$ cat src/rtl/flr_gate_pkg.sv
package flr_gate_pkg;

  typedef enum logic [1:0] {
    TXN_POSTED    = 2'b00,
    TXN_NONPOSTED = 2'b01,
    TXN_CPL       = 2'b10,
    TXN_RSVD      = 2'b11
  } txnType_e;

  // control -> datapath strobes
  typedef struct packed {
    logic fwd;
    logic drop;
    logic genCpl;
    logic inPass;
  } gateStrobe_t;

  localparam logic       REG_SEL_STOP   = 1'b0;
  localparam logic       REG_SEL_ERR    = 1'b1;
  localparam logic [2:0] CPL_STATUS_ERR = 3'b001;

endpackage

$ cat src/rtl/flr_gate_ctrl.sv
module flr_gate_ctrl
  import flr_gate_pkg::*;
#(
  parameter int NUM_PF = 3,
  parameter int PF_W   = 2,
  parameter int REG_W  = 64
) (
  input  logic              clk,
  input  logic              stickyRstN,
  input  logic              coreRstN,
  input  logic [NUM_PF-1:0] flrEnter,
  input  logic              regWrEn,
  input  logic              regAddr,
  input  logic [NUM_PF-1:0] regWrData,
  output logic [REG_W-1:0]  regRdData,
  output logic              errIrq,
  input  logic              reqValid,
  input  logic [1:0]        reqType,
  input  logic [PF_W-1:0]   reqPf,
  input  logic              inValid,
  output gateStrobe_t       strobe
);

  logic [NUM_PF-1:0] stopReg;
  logic [NUM_PF-1:0] errFlag;
  logic [NUM_PF-1:0] dropHit;
  logic              isReq;
  logic              reqStopped;
  logic              dropNow;

  assign isReq = reqValid && (reqType == TXN_POSTED || reqType == TXN_NONPOSTED);

  always_comb begin
    reqStopped = 1'b0;
    for (int p = 0; p < NUM_PF; p++) begin
      if (reqPf == PF_W'(p) && stopReg[p]) reqStopped = 1'b1;
    end
  end

  assign dropNow = isReq && reqStopped;

  for (genvar p = 0; p < NUM_PF; p++) begin : g_pf
    logic stopBit;
    logic errBit;
    logic stopClr;
    logic errClr;

    assign stopClr    = regWrEn && (regAddr == REG_SEL_STOP) && regWrData[p];
    assign errClr     = regWrEn && (regAddr == REG_SEL_ERR) && regWrData[p];
    assign dropHit[p] = dropNow && (reqPf == PF_W'(p));

    // hardware set has priority over the software clear
    always_ff @(posedge clk or negedge stickyRstN) begin
      if (!stickyRstN)      stopBit <= 1'b0;
      else if (flrEnter[p]) stopBit <= 1'b1;
      else if (stopClr)     stopBit <= 1'b0;
    end

    always_ff @(posedge clk or negedge coreRstN) begin
      if (!coreRstN)       errBit <= 1'b0;
      else if (dropHit[p]) errBit <= 1'b1;
      else if (errClr)     errBit <= 1'b0;
    end

    assign stopReg[p] = stopBit;
    assign errFlag[p] = errBit;
  end

  always_comb begin
    regRdData = '0;
    if (regAddr == REG_SEL_ERR) regRdData[NUM_PF-1:0] = errFlag;
    else                        regRdData[NUM_PF-1:0] = stopReg;
  end

  assign errIrq = |errFlag;

  always_comb begin
    strobe.drop   = dropNow;
    strobe.fwd    = reqValid && !dropNow;
    strobe.genCpl = dropNow && (reqType == TXN_NONPOSTED);
    strobe.inPass = inValid;
  end


  flr_sets_stop_chk: assert property (@(posedge clk) disable iff (!stickyRstN)
    (flrEnter != '0) |=> ((stopReg & $past(flrEnter)) == $past(flrEnter)));


  w1c_stop_chk: assert property (@(posedge clk) disable iff (!stickyRstN)
    (regWrEn && regAddr == REG_SEL_STOP && flrEnter == '0)
      |=> (stopReg == ($past(stopReg) & ~$past(regWrData))));


  drop_raises_irq_chk: assert property (@(posedge clk) disable iff (!coreRstN)
    dropNow |=> errIrq);


  irq_holds_chk: assert property (@(posedge clk) disable iff (!coreRstN)
    (errIrq && !regWrEn) |=> errIrq);


  soft_keeps_stop_chk: assert property (@(posedge clk) disable iff (!stickyRstN)
    (!coreRstN && flrEnter == '0 && !(regWrEn && regAddr == REG_SEL_STOP))
      |=> $stable(stopReg));

endmodule

$ cat src/rtl/flr_gate_dp.sv
module flr_gate_dp
  import flr_gate_pkg::*;
#(
  parameter int PF_W   = 2,
  parameter int TAG_W  = 8,
  parameter int DATA_W = 32,
  parameter int IN_W   = 32
) (
  input  logic              clk,
  input  logic              rstN,
  input  gateStrobe_t       strobe,
  input  logic [1:0]        reqType,
  input  logic [PF_W-1:0]   reqPf,
  input  logic              reqIsVf,
  input  logic [TAG_W-1:0]  reqTag,
  input  logic [DATA_W-1:0] reqData,
  input  logic [IN_W-1:0]   inData,
  output logic              outValid,
  output logic [1:0]        outType,
  output logic [PF_W-1:0]   outPf,
  output logic              outIsVf,
  output logic [TAG_W-1:0]  outTag,
  output logic [DATA_W-1:0] outData,
  output logic              cplValid,
  output logic [PF_W-1:0]   cplPf,
  output logic              cplIsVf,
  output logic [TAG_W-1:0]  cplTag,
  output logic [2:0]        cplStatus,
  output logic              inOutValid,
  output logic [IN_W-1:0]   inOutData
);

  always_ff @(posedge clk or negedge rstN) begin
    if (!rstN) begin
      outValid   <= 1'b0;
      cplValid   <= 1'b0;
      inOutValid <= 1'b0;
    end else begin
      outValid   <= strobe.fwd;
      cplValid   <= strobe.genCpl;
      inOutValid <= strobe.inPass;
    end
  end

  always_ff @(posedge clk or negedge rstN) begin
    if (!rstN) begin
      outType <= '0;
      outPf   <= '0;
      outIsVf <= 1'b0;
      outTag  <= '0;
      outData <= '0;
    end else if (strobe.fwd) begin
      outType <= reqType;
      outPf   <= reqPf;
      outIsVf <= reqIsVf;
      outTag  <= reqTag;
      outData <= reqData;
    end
  end

  always_ff @(posedge clk or negedge rstN) begin
    if (!rstN) begin
      cplPf     <= '0;
      cplIsVf   <= 1'b0;
      cplTag    <= '0;
      cplStatus <= '0;
    end else if (strobe.genCpl) begin
      cplPf     <= reqPf;
      cplIsVf   <= reqIsVf;
      cplTag    <= reqTag;
      cplStatus <= CPL_STATUS_ERR;
    end
  end

  always_ff @(posedge clk or negedge rstN) begin
    if (!rstN)              inOutData <= '0;
    else if (strobe.inPass) inOutData <= inData;
  end


  drop_blocks_out_chk: assert property (@(posedge clk) disable iff (!rstN)
    strobe.drop |=> !outValid);


  cpl_matches_req_chk: assert property (@(posedge clk) disable iff (!rstN)
    strobe.genCpl |=> (cplValid && cplTag == $past(reqTag) && cplStatus == CPL_STATUS_ERR));


  posted_no_cpl_chk: assert property (@(posedge clk) disable iff (!rstN)
    (strobe.drop && !strobe.genCpl) |=> !cplValid);

endmodule

$ cat src/rtl/flr_req_gate.sv
module flr_req_gate
  import flr_gate_pkg::*;
#(
  parameter int NUM_PF = 3,
  parameter int TAG_W  = 8,
  parameter int DATA_W = 32,
  parameter int IN_W   = 32,
  parameter int REG_W  = 64,
  localparam int PF_W  = (NUM_PF > 1) ? $clog2(NUM_PF) : 1
) (
  input  logic              clk,
  input  logic              macRstN,
  input  logic              softRstN,
  input  logic [NUM_PF-1:0] flrEnter,
  input  logic              regWrEn,
  input  logic              regAddr,
  input  logic [NUM_PF-1:0] regWrData,
  output logic [REG_W-1:0]  regRdData,
  output logic              errIrq,
  input  logic              reqValid,
  input  logic [1:0]        reqType,
  input  logic [PF_W-1:0]   reqPf,
  input  logic              reqIsVf,
  input  logic [TAG_W-1:0]  reqTag,
  input  logic [DATA_W-1:0] reqData,
  output logic              outValid,
  output logic [1:0]        outType,
  output logic [PF_W-1:0]   outPf,
  output logic              outIsVf,
  output logic [TAG_W-1:0]  outTag,
  output logic [DATA_W-1:0] outData,
  output logic              cplValid,
  output logic [PF_W-1:0]   cplPf,
  output logic              cplIsVf,
  output logic [TAG_W-1:0]  cplTag,
  output logic [2:0]        cplStatus,
  input  logic              inValid,
  input  logic [IN_W-1:0]   inData,
  output logic              inOutValid,
  output logic [IN_W-1:0]   inOutData
);

  logic        coreRstN;
  gateStrobe_t strobe;

  assign coreRstN = macRstN & softRstN;

  flr_gate_ctrl #(
    .NUM_PF(NUM_PF), .PF_W(PF_W), .REG_W(REG_W)
  ) u_ctrl (
    .clk        (clk),
    .stickyRstN (macRstN),
    .coreRstN   (coreRstN),
    .flrEnter   (flrEnter),
    .regWrEn    (regWrEn),
    .regAddr    (regAddr),
    .regWrData  (regWrData),
    .regRdData  (regRdData),
    .errIrq     (errIrq),
    .reqValid   (reqValid),
    .reqType    (reqType),
    .reqPf      (reqPf),
    .inValid    (inValid),
    .strobe     (strobe)
  );

  flr_gate_dp #(
    .PF_W(PF_W), .TAG_W(TAG_W), .DATA_W(DATA_W), .IN_W(IN_W)
  ) u_dp (
    .clk        (clk),
    .rstN       (coreRstN),
    .strobe     (strobe),
    .reqType    (reqType),
    .reqPf      (reqPf),
    .reqIsVf    (reqIsVf),
    .reqTag     (reqTag),
    .reqData    (reqData),
    .inData     (inData),
    .outValid   (outValid),
    .outType    (outType),
    .outPf      (outPf),
    .outIsVf    (outIsVf),
    .outTag     (outTag),
    .outData    (outData),
    .cplValid   (cplValid),
    .cplPf      (cplPf),
    .cplIsVf    (cplIsVf),
    .cplTag     (cplTag),
    .cplStatus  (cplStatus),
    .inOutValid (inOutValid),
    .inOutData  (inOutData)
  );


  cpl_passthru_chk: assert property (@(posedge clk) disable iff (!coreRstN)
    (reqValid && reqType == TXN_CPL) |=> (outValid && outTag == $past(reqTag)));


  inbound_passthru_chk: assert property (@(posedge clk) disable iff (!coreRstN)
    inValid |=> (inOutValid && inOutData == $past(inData)));

endmodule

$ cat config.mk
export PLATFORM = sky130hd
export DESIGN_NAME = flr_req_gate
export DESIGN_NICKNAME = d
export VERILOG_FILES = /design/src/rtl/flr_gate_pkg.sv /design/src/rtl/flr_gate_ctrl.sv /design/src/rtl/flr_gate_dp.sv /design/src/rtl/flr_req_gate.sv
export SDC_FILE = /design/constraint.sdc
export NUM_CORES = 1
export LEC_CHECK = 0
export ABC_AREA = 0
export BUFFER_PORTS_ARGS = -buffer_cell sky130_fd_sc_hd__buf_2
export CAP_MARGIN = 30
export CELL_PAD_IN_SITES_DETAIL_PLACEMENT = 0
export CELL_PAD_IN_SITES_GLOBAL_PLACEMENT = 1
export CORE_MARGIN = 1.5
export CORE_UTILIZATION = 30
export CTS_CLUSTER_SIZE = 40
export DETAILED_ROUTE_END_ITERATION = 10
export PLACE_DENSITY_LB_ADDON = 0.1
export RECOVER_POWER = 50
export SETUP_SLACK_MARGIN = 0.2
export SYNTH_ARGS = -nofsm -noshare
export SYNTH_HDL_FRONTEND = slang
export SYNTH_SLANG_ARGS = --single-unit
export TNS_END_PERCENT = 5
$ cat constraint.sdc
create_clock -name clk -period 3.4 [get_ports clk]
set_input_delay 0.68 -clock clk [delete_from_list [all_inputs] [get_ports clk]]
set_output_delay 0.68 -clock clk [all_outputs]
set_load 0.03 [all_outputs]
==> out/metrics.cfg <==
[timing]
tns_ns = 0
setup_viol = 0
clock_skew_ns = 0.00335
finalCritPeriodShare_pct = 71.5
clock.fmax_mhz = 411
report.final.slew_viol_count = 34
slew_headroom_pct = -15.6
rsz0062_at_grt = false
layout_min_cycle_time_ns = 2.43
hold_violations = 0
tightest_slew_ns = 1.73
hold-worst-slack_ns = 0.147

[critical_path]
worst_ep_arrival_time_ns = 2.65
slowest_stage = o21ai_4
crit_type = primary input to flip-flop
start_kind = primary input
required_ns = 3.62
cpPeakStageDelay_ns = 0.62
cp_max_fo = 21
worst_setup_path_end_kind = flip-flop
worstPathCellList = clkbuf_1 > mux2i_1 > or2_0 > o21ai_4 > buf_4 > mux2_2

[die]
core_area_um2 = 13800
die_x_um = 122
std_cell_rows = 43
design.die.area_um2 = 14800
initial_utilization_pct = 30.6
die_h_um = 122
io_pins = 249

[logic_synthesis]
ys_seq_area_share_pct = 57.9
ys_warn_count = 0
ys_seq_elements = 98
synth-async-reset-ratio_pct = 100
synthAdderAreaFrac_pct = 0
avgSynthCellArea_um2 = 14.2
synth_compound_area_share_pct = 2.07
synthTopCellsByCount = dfrtp_1, mux2_2, buf_4
synth_edf_count = 0
syn_inst = 298
ys_types = 27
yosys-top-cells-area = dfrtp_1, mux2_2, buf_4
synth.top_cell.area_share_pct = 57.9
synth-xor-area-share_pct = 0
muxShareOfSynthArea_pct = 23.9
synth_top_family_by_area = multiplexers
synth_ff_type = dfrtp_1
synth_most_common_cell = dfrtp_1
syn-cell-area_um2 = 4230
synthSimpleGateAreaFrac_pct = 2.60
yosysTopAreaCell = dfrtp_1

[clock_tree]
htree_num_levels = 3
cts_tree = done
cts_setup_buffers = 0
root_buffer = clkbuf_16
ctsResizeCount = 0
clk_latency_ns = 0.34
path_clk_slew_ns = 0.06
cts.sinks = 98
cts_made_buffers = 9
ctsLongestPathBuffers = 2
cts_hold_buf = 0

[pwr]
ir_worst_vdd_mv = 0.258
totalPowerFinal_mw = 3.42
power_density_nw_per_um2 = 636
p_leak_nw = 2.67

[place]
post-dp-hpwl_um = 6880
io_buffers = 185
place_congestion = 0.711

[global_routing]
grt_antenna_before_repair = 0
grtUsageTotal_pct = 12.3
grt-ovfl-total = 0
grt_max_degree = 61
grt_pass1_vias = 2664
grt_pass1_wl_um = 13600

[layout]
fin_nets = 577
seqCellArea_um2 = 2450
fill_cells = 1406
synthToLayoutAreaGrowth_pct = 26.8
drive_gt1_share_pct = 52.5
antenna_cells = 0
multiInputGateArea_um2 = 1450

[status]
status = finished with violations
violations = max-capacitance violations, max-slew violations

[routing]
vias_per_cell = 4.13
num_vias = 2774
drt-pass1-iter-count = 4
post_drt_wl_per_cell_um = 13.6
drtIter0Drc = 88
drc = 0
routed_wl_um = 9150
ant_nets = 0

[worst_hold_path]
hold_path_class = primary input to asynchronous set/reset pin

[run]
maxCapViolCount = 1

==> per-layer routing <==
metal | global-route usage (%) | up-vias | wire length [µm]
li1 | - | 1259 | -
met1 | 14.2 | 1377 | 3550
met2 | 21.3 | 127 | 4800
met3 | 2.57 | 11 | 602
met4 | 6.84 | 0 | 197
met5 | 0 | - | 0
==> final timing paths <==
check,startpoint,endpoint,slack [ns],cells after the start
min in group clk,u_dp.cplStatus[0],u_dp.cplStatus[0],0.47,1
worst max register to register,u_ctrl.g_pf[1].stopBit,u_dp.outData[24],1.15,5
max in group asynchronous,macRstN,u_dp.inOutData[17],0.98,3
worst min-delay path,macRstN,u_ctrl.g_pf[1].stopBit,0.15,1
worst min register to register,u_dp.cplStatus[0],u_dp.cplStatus[0],0.47,1
worst max-delay path,reqPf[0],u_dp.outData[24],0.97,6
==> registers in the layout, summed over array words and instances (netlist names) <==
name,cells
u_dp.outType,2
u_dp.cplValid,1
u_dp.cplPf,2
u_dp.cplTag,8
u_dp.inOutValid,1
u_dp.outIsVf,1
u_dp.outTag,8
u_dp.cplStatus,1
u_dp.outData,32
u_dp.inOutData,32
u_dp.cplIsVf,1
u_dp.outPf,2
u_dp.outValid,1
u_ctrl.g_pf.errBit,3
u_ctrl.g_pf.stopBit,3
==> critical path: cells and delay by family <==
kind	cells	cell delay [ns]
buffers and inverters	2	0.55
AOI/OAI and AO/OA	1	0.62
and+or+nand+nor	1	0.30
muxes	2	0.49
==> layout make-up <==
type                            instances  share of cell area (%)
Clock inverter                          2                    1.12
Sequential cell                        98                    45.7
Inverter                                3                   0.210
Timing Repair Buffer                  189                    17.0
Multi-Input combinational cell        186                    26.9
Clock buffer                           13                    4.85
Tap cell                              180                    4.20
==> where the power goes <==
part / internal [mW] / leakage (nW) / switching, mW
Sequential: 1.33 / 1.20 / 0.0763
Combinational: 0.282 / 1.31 / 0.624
Clock: 0.682 / 0.156 / 0.421
Total: 2.30 / 2.67 / 1.12
==> cells in the final DEF, fill, tap and decap left out, drive strengths merged <==
| cell type | count |
|---|---|
| buf | 157 |
| dfrtp | 98 |
| mux2 | 89 |
| conb | 63 |
| clkbuf | 45 |
| nand2 | 7 |
| o21ai | 7 |
| nand2b | 4 |
| nand3 | 4 |
| inv | 3 |
| bufinv | 2 |
| or3 | 1 |
| mux2i | 1 |
| or2 | 1 |
| nand3b | 1 |
| o21a | 1 |
| nor2b | 1 |
| a21o | 1 |
| and2 | 1 |
| nor2 | 1 |
| a32o | 1 |
| a22o | 1 |
| o31ai | 1 |
==> per-stage QoR <==
stage	util, %	cell area (µm²)	instances	setup slack, ns
2_1_floorplan	-	4470	360	1.20
3_3_place_gp	36.8	5090	656	0.736
3_5_place_dp	36.8	5090	656	0.695
4_1_cts	39.2	5410	671	1.07
5_1_grt	38.8	5370	671	0.493
6_report	38.8	5370	671	0.968
==> cell families after synthesis <==
logic type | count (synthesis)
compound gates | 12
buf+inv | 76
flops | 98
mux | 90
other cells | 1
simple gates | 21
No activity file was read; power rests on OpenSTA's default activity.
